### config.mk
export PLATFORM = sky130hd
export DESIGN_NAME = fsk_step_mod
export DESIGN_NICKNAME = d
export VERILOG_FILES = /design/src/rtl/fsk_step_pkg.sv /design/src/rtl/fsk_sym_edge.sv /design/src/rtl/fsk_step_learn.sv /design/src/rtl/fsk_tone_path.sv /design/src/rtl/fsk_step_mod.sv
export SDC_FILE = /design/constraint.sdc
export NUM_CORES = 1
export LEC_CHECK = 0
export CORE_AREA = 8 8 90 92
export DETAILED_ROUTE_END_ITERATION = 6
export DIE_AREA = 0 0 98 100
export HOLD_SLACK_MARGIN = 0.03
export PLACE_DENSITY = 0.76
export RECOVER_POWER = 25
export SLEW_MARGIN = 20
export SYNTH_ARGS = -nofsm -noshare
export SYNTH_HDL_FRONTEND = slang
export SYNTH_HIERARCHICAL = 1
export SYNTH_SLANG_ARGS = --single-unit
### constraint.sdc
create_clock -name clk -period 2.45 [get_ports clk]
set_input_delay 0.245 -clock clk [delete_from_list [all_inputs] [get_ports clk]]
set_output_delay 0.245 -clock clk [all_outputs]
set_load 0.01 [all_outputs]
### src/rtl/fsk_step_pkg.sv
`timescale 1ns/1ps
package fsk_step_pkg;

    typedef enum logic {
        TONE_LO = 1'b0,
        TONE_HI = 1'b1
    } tone_e;

    // events decoded from one cycle of input
    typedef struct packed {
        logic  xfer;     // accepted bit differs from current tone
        tone_e dest;     // tone selected after this cycle
        logic  corr_ok;  // correction applies this cycle
    } sym_ev_t;

    function automatic int sat_int(input int v, input int top);
        if (v < 0)
            return 0;
        else if (v > top)
            return top;
        else
            return v;
    endfunction

endpackage

### src/rtl/fsk_sym_edge.sv
`timescale 1ns/1ps
module fsk_sym_edge
    import fsk_step_pkg::*;
(
    input  logic    clk,
    input  logic    rst,
    input  logic    sym_stb,
    input  logic    data_bit,
    input  logic    corr_vld,
    output tone_e   tone_q,
    output sym_ev_t ev
);

    always_comb begin
        ev.xfer    = sym_stb && (tone_e'(data_bit) != tone_q);
        ev.dest    = sym_stb ? tone_e'(data_bit) : tone_q;
        ev.corr_ok = corr_vld && !ev.xfer;
    end

    always_ff @(posedge clk) begin
        if (rst)
            tone_q <= TONE_LO;
        else
            tone_q <= ev.dest;
    end

endmodule

### src/rtl/fsk_step_learn.sv
`timescale 1ns/1ps
module fsk_step_learn #(
    parameter int W = 8
) (
    input  logic                clk,
    input  logic                rst,
    input  logic                xfer,
    input  logic [W-1:0]        word_lo,
    input  logic [W-1:0]        word_hi,
    output logic signed [W:0]   step_q
);

    logic signed [W:0] diff;

    // difference of two W-bit words always fits W+1 signed bits
    always_comb diff = $signed({1'b0, word_hi}) - $signed({1'b0, word_lo});

    always_ff @(posedge clk) begin
        if (rst)
            step_q <= '0;
        else if (xfer)
            step_q <= diff;
    end

endmodule

### src/rtl/fsk_tone_path.sv
`timescale 1ns/1ps
module fsk_tone_path #(
    parameter int W          = 8,
    parameter int CW         = 6,
    parameter int RESET_WORD = 128
) (
    input  logic                 clk,
    input  logic                 rst,
    input  logic                 load_en,
    input  logic [W-1:0]         load_val,
    input  logic                 add_en,
    input  logic signed [CW-1:0] corr,
    output logic [W-1:0]         word_q
);

    localparam int WMAX = (1 << W) - 1;

    logic [W-1:0] added;

    always_comb begin
        int sum;
        sum   = int'(word_q) + int'(corr);
        added = W'(fsk_step_pkg::sat_int(sum, WMAX));
    end

    always_ff @(posedge clk) begin
        if (rst)
            word_q <= W'(RESET_WORD);
        else if (load_en)
            word_q <= load_val;
        else if (add_en)
            word_q <= added;
    end

endmodule

### src/rtl/fsk_step_mod.sv
`timescale 1ns/1ps
module fsk_step_mod
    import fsk_step_pkg::*;
#(
    parameter int W          = 8,
    parameter int CW         = 6,
    parameter int RESET_WORD = 128
) (
    input  logic                 clk,
    input  logic                 rst,
    input  logic                 sym_stb,
    input  logic                 data_bit,
    input  logic                 corr_vld,
    input  logic signed [CW-1:0] corr,
    output logic [W-1:0]         dac_lo,
    output logic [W-1:0]         dac_hi,
    output logic                 tone_sel
);

    localparam int WMAX   = (1 << W) - 1;
    localparam int NTONES = 2;

    tone_e             tone_q;
    sym_ev_t           ev;
    logic signed [W:0] step_q;
    logic [W-1:0]      words [NTONES];

    fsk_sym_edge edge_i (
        .clk      (clk),
        .rst      (rst),
        .sym_stb  (sym_stb),
        .data_bit (data_bit),
        .corr_vld (corr_vld),
        .tone_q   (tone_q),
        .ev       (ev)
    );

    fsk_step_learn #(.W(W)) learn_i (
        .clk     (clk),
        .rst     (rst),
        .xfer    (ev.xfer),
        .word_lo (words[0]),
        .word_hi (words[1]),
        .step_q  (step_q)
    );

    for (genvar p = 0; p < NTONES; p++) begin : g_path
        localparam int OTHER = 1 - p;
        logic [W-1:0] ld_val;
        logic         ld_en;
        logic         add_en;

        always_comb begin
            int tgt;
            if (p == 1)
                tgt = int'(words[OTHER]) + int'(step_q);
            else
                tgt = int'(words[OTHER]) - int'(step_q);
            ld_val = W'(sat_int(tgt, WMAX));
            ld_en  = ev.xfer && (ev.dest == tone_e'(p));
            add_en = ev.corr_ok && (tone_q == tone_e'(p));
        end

        fsk_tone_path #(.W(W), .CW(CW), .RESET_WORD(RESET_WORD)) path_i (
            .clk      (clk),
            .rst      (rst),
            .load_en  (ld_en),
            .load_val (ld_val),
            .add_en   (add_en),
            .corr     (corr),
            .word_q   (words[p])
        );
    end

    assign dac_lo   = words[0];
    assign dac_hi   = words[1];
    assign tone_sel = (tone_q == TONE_HI);

endmodule

==> impl_metrics.toml, run 1 <==
[yosys]
synth_cells = 424
synth_top_area_share = 0.150
ys_seq_area_frac = 0.148
ys_ff_latch = 26
synth_commonest_cells = "a21oi_1 (47), inv_1 (43), ha_1 (42)"
synthFlopType = "dfxtp_1"
syn-num-nets = 482
yosysMostFrequentCell = "a21oi_1"
syn_avg_cell_area_um2 = 8.28
synth.distinct_cells = 68
async_flop_share = 0
synth_area_leaders = "ha_1 (15%), dfxtp_1 (15%), a21oi_1 (6.7%), a221oi_2 (5.1%), inv_1 (4.6%)"
ys_warn_count = 6
yosysTopAreaCell = "ha_1"
netlist_area_um2 = 3510
synth-edff-count = 0

[route]
topRoutingLayerUsed = "met4"
drtIter0Drc = 266
finalWirelength_um = 11300
wl_met1_um = 4820
routed-wl-met3_um = 561
wl_met2_um = 5660
firstDrtPassIters = 5
num_vias = 3770
antenna_left = 0
via_per_inst = 6.15
wire_per_inst_um = 18.5
drc_errors = 0

[floorplanning]
die_w_um = 98
rows = 30
start_util = 0.528
core_area_um2 = 6640
ios = 28
dieHeight_um = 100
die_area_um2 = 9800

[cells_and_area]
drive_gt1_frac = 0.362
antenna_cells = 0
fillers = 518
area_growth_pct = 39.1
final_area_um2 = 4880
fin_nets = 593
multi_input_area_um2 = 3060
regArea_um2 = 528

[placement]
routabilityCongestion = 0.902
placed_area_um2 = 4460
port_buffers = 27
dp_hpwl_um = 8570
place_worst_setup_slack_ns = -0.258

[global_route]
grt_pass1_vias = 3698
grt_max_degree = 20
grt_overflow = 0
antenna_found_initial = 0
track_usage = 0.220
grt_pass1_wl_um = 17700

[timing]
holdWs_ns = 0.570
worst_slack_ns = -0.131
finalHoldViolCount = 0
skew_ns = 0.00195
setup-violations-final = 13
slew_viol_final = 0
relSlewSlack = 0.441
rsz0062_at_grt = "true"
min_period_over_period = 1.05
tightest_slew_ns = 0.838
setup_tns_ns = -0.908
max_freq_mhz = 388
fin_crit_ns = 2.58

[worst_setup_path]
cp.required_ns = 2.65
arrival_ns = 2.78
path_cells = "inv_1 > ha_4 > inv_2 > fa_2 > a21o_1 > a21oi_2 > o21ai_2 > a21oi_4 > xnor2_4 > buf_4 > a21oi_2 > nand2_2 > nand3_2 > nor3_2 > a311oi_2"
crit_type = "register to register"
end_kind = "register"
worstPathMaxFanout = 8
crit_top_cell = "a21oi_2"
critPathLaunchType = "register"
critPathSlowestCell = "dfxtp_1"
slowest_delay_ns = 0.35

[pwr]
powerDensity_nw_per_um2 = 570
leakagePower_nw = 2.08
power_mw = 2.78
vdd_drop_max_mv = 0.286

[clock_network]
cts.sinks = 26
clk-insertion-delay-late_ns = 0.28
ctsRootBufferMaster = "clkbuf_8"
cts_max_level = 1
numCtsBuffers = 3
cts_tree = "built"
cts_buffer_depth = 2
clk_pin_slew_worst_paths_ns = 0.10

[run_status]
violations = "negative setup slack"
status = "finished with violations"

[flow_run]
maxCapViolations = 0

[min_path]
hold_class = "register to register"
[through the flow]
| stage | util | std cells |
|---|---|---|
| 3_5_place_dp | 0.672 | 599 |
| 5_1_grt | 0.735 | 613 |
| 3_3_place_gp | 0.672 | 599 |
| 2_1_floorplan | - | 424 |
| 4_1_cts | 0.702 | 606 |
| 6_report | 0.735 | 613 |
[worst paths after layout]
check,to,slack (ns),cells past startpoint,from
min,learn_i/step_q[4]$_SDFFE_PP0P_,0.57,2,learn_i/step_q[4]$_SDFFE_PP0P_
max,g_path[0].path_i/word_q[2]$_SDFFE_PP0P_,-0.13,15,g_path[1].path_i/word_q[0]$_SDFFE_PP0P_
min reg2reg,learn_i/step_q[4]$_SDFFE_PP0P_,0.57,2,learn_i/step_q[4]$_SDFFE_PP0P_
max reg2reg,g_path[0].path_i/word_q[2]$_SDFFE_PP0P_,-0.13,15,g_path[1].path_i/word_q[0]$_SDFFE_PP0P_
[report_power, final]
group / internal (mW) / switching (mW)
Sequential: 0.473 / 0.0465
Clock: 0.111 / 0.150
Combinational: 0.959 / 1.04
[per-layer routing]
metal / GRT usage / up-vias
met2: 0.411 / 114
met5: 0 / -
li1: - / 1794
met4: 0.0348 / 0
met3: 0.0291 / 30
met1: 0.264 / 1832
[cells by family after synthesis]
| group | count (synthesis) | synth area share |
|---|---|---|
| AO/OA/AOI/OAI | 143 | 0.306 |
| AND/OR/NAND/NOR | 128 | 0.238 |
| multiplexers | 4 | 0.0128 |
| buffers and inverters | 56 | 0.0627 |
| XOR/XNOR | 20 | 0.0542 |
| flip-flops | 26 | 0.148 |
| adder cells (fa/ha/maj) | 47 | 0.178 |
[flip-flops by register name, summed over array words and instances (netlist names)]
name                  count
edge_i/tone_q             1
learn_i/step_q            9
g_path.path_i/word_q     16
[layout make-up]
cell class / count / share of cell area
clock buffer: 3 / 0.00846
inverter: 43 / 0.0331
multi-input combinational: 343 / 0.627
sequential: 26 / 0.108
tap: 80 / 0.0205
timing repair buffer: 118 / 0.203
[worst max-delay path: cells and delay by family (launching register included)]
kind                       cells  cell delay (ns)
AOI/OAI and AO/OA              6             0.99
adders and majority gates      2             0.47
DFF                            1             0.35
buffers and inverters          3             0.30
and+or+nand+nor                3             0.20
xor gates and xnor gates       1             0.17
[timing repair]
action / in CTS / in global routing
setup buffers: 3 / 7
endpoints found under the setup margin: 15 / 16
pin swaps: 30 / 41
hold buffers: 0 / 0
cloned: 1 / 0
endpoints found under the hold margin: 0 / 0
gates resized for setup: 33 / 40
[placed cells by master, fill, tap and decap left out, types with 12 or more instances in the layout]
cell             netlist  routed
dfxtp_1               26      20
buf_4                  0      82
a21oi_1               47      23
a21oi_2                1      23
clkdlybuf4s50_1        0      21
a21o_1                17      17
inv_1                 43      41
a221oi_2              12      12
ha_1                  42      38
nor2_1                20      20
(Power assumes the default switching activity.)
==> inputs of run 2 (changes only) <==
--- a/config.mk
+++ b/config.mk
@@ -5,6 +5,7 @@
 export SDC_FILE = /design/constraint.sdc
 export NUM_CORES = 1
 export LEC_CHECK = 0
+export ABC_CLOCK_PERIOD_IN_PS = 2450
 export CORE_AREA = 8 8 90 92
 export DETAILED_ROUTE_END_ITERATION = 6
 export DIE_AREA = 0 0 98 100
==> results of run 2 <==
No change in the layout: final DEF, timing and power equal those of run 1.
==> inputs of run 3 (changes only) <==
--- a/config.mk
+++ b/config.mk
@@ -12,7 +12,6 @@
 export HOLD_SLACK_MARGIN = 0.03
 export PLACE_DENSITY = 0.76
 export RECOVER_POWER = 25
-export SLEW_MARGIN = 20
 export SYNTH_ARGS = -nofsm -noshare
 export SYNTH_HDL_FRONTEND = slang
 export SYNTH_HIERARCHICAL = 1
==> results of run 3 <==
No change in the layout: final DEF, timing and power equal those of run 1.
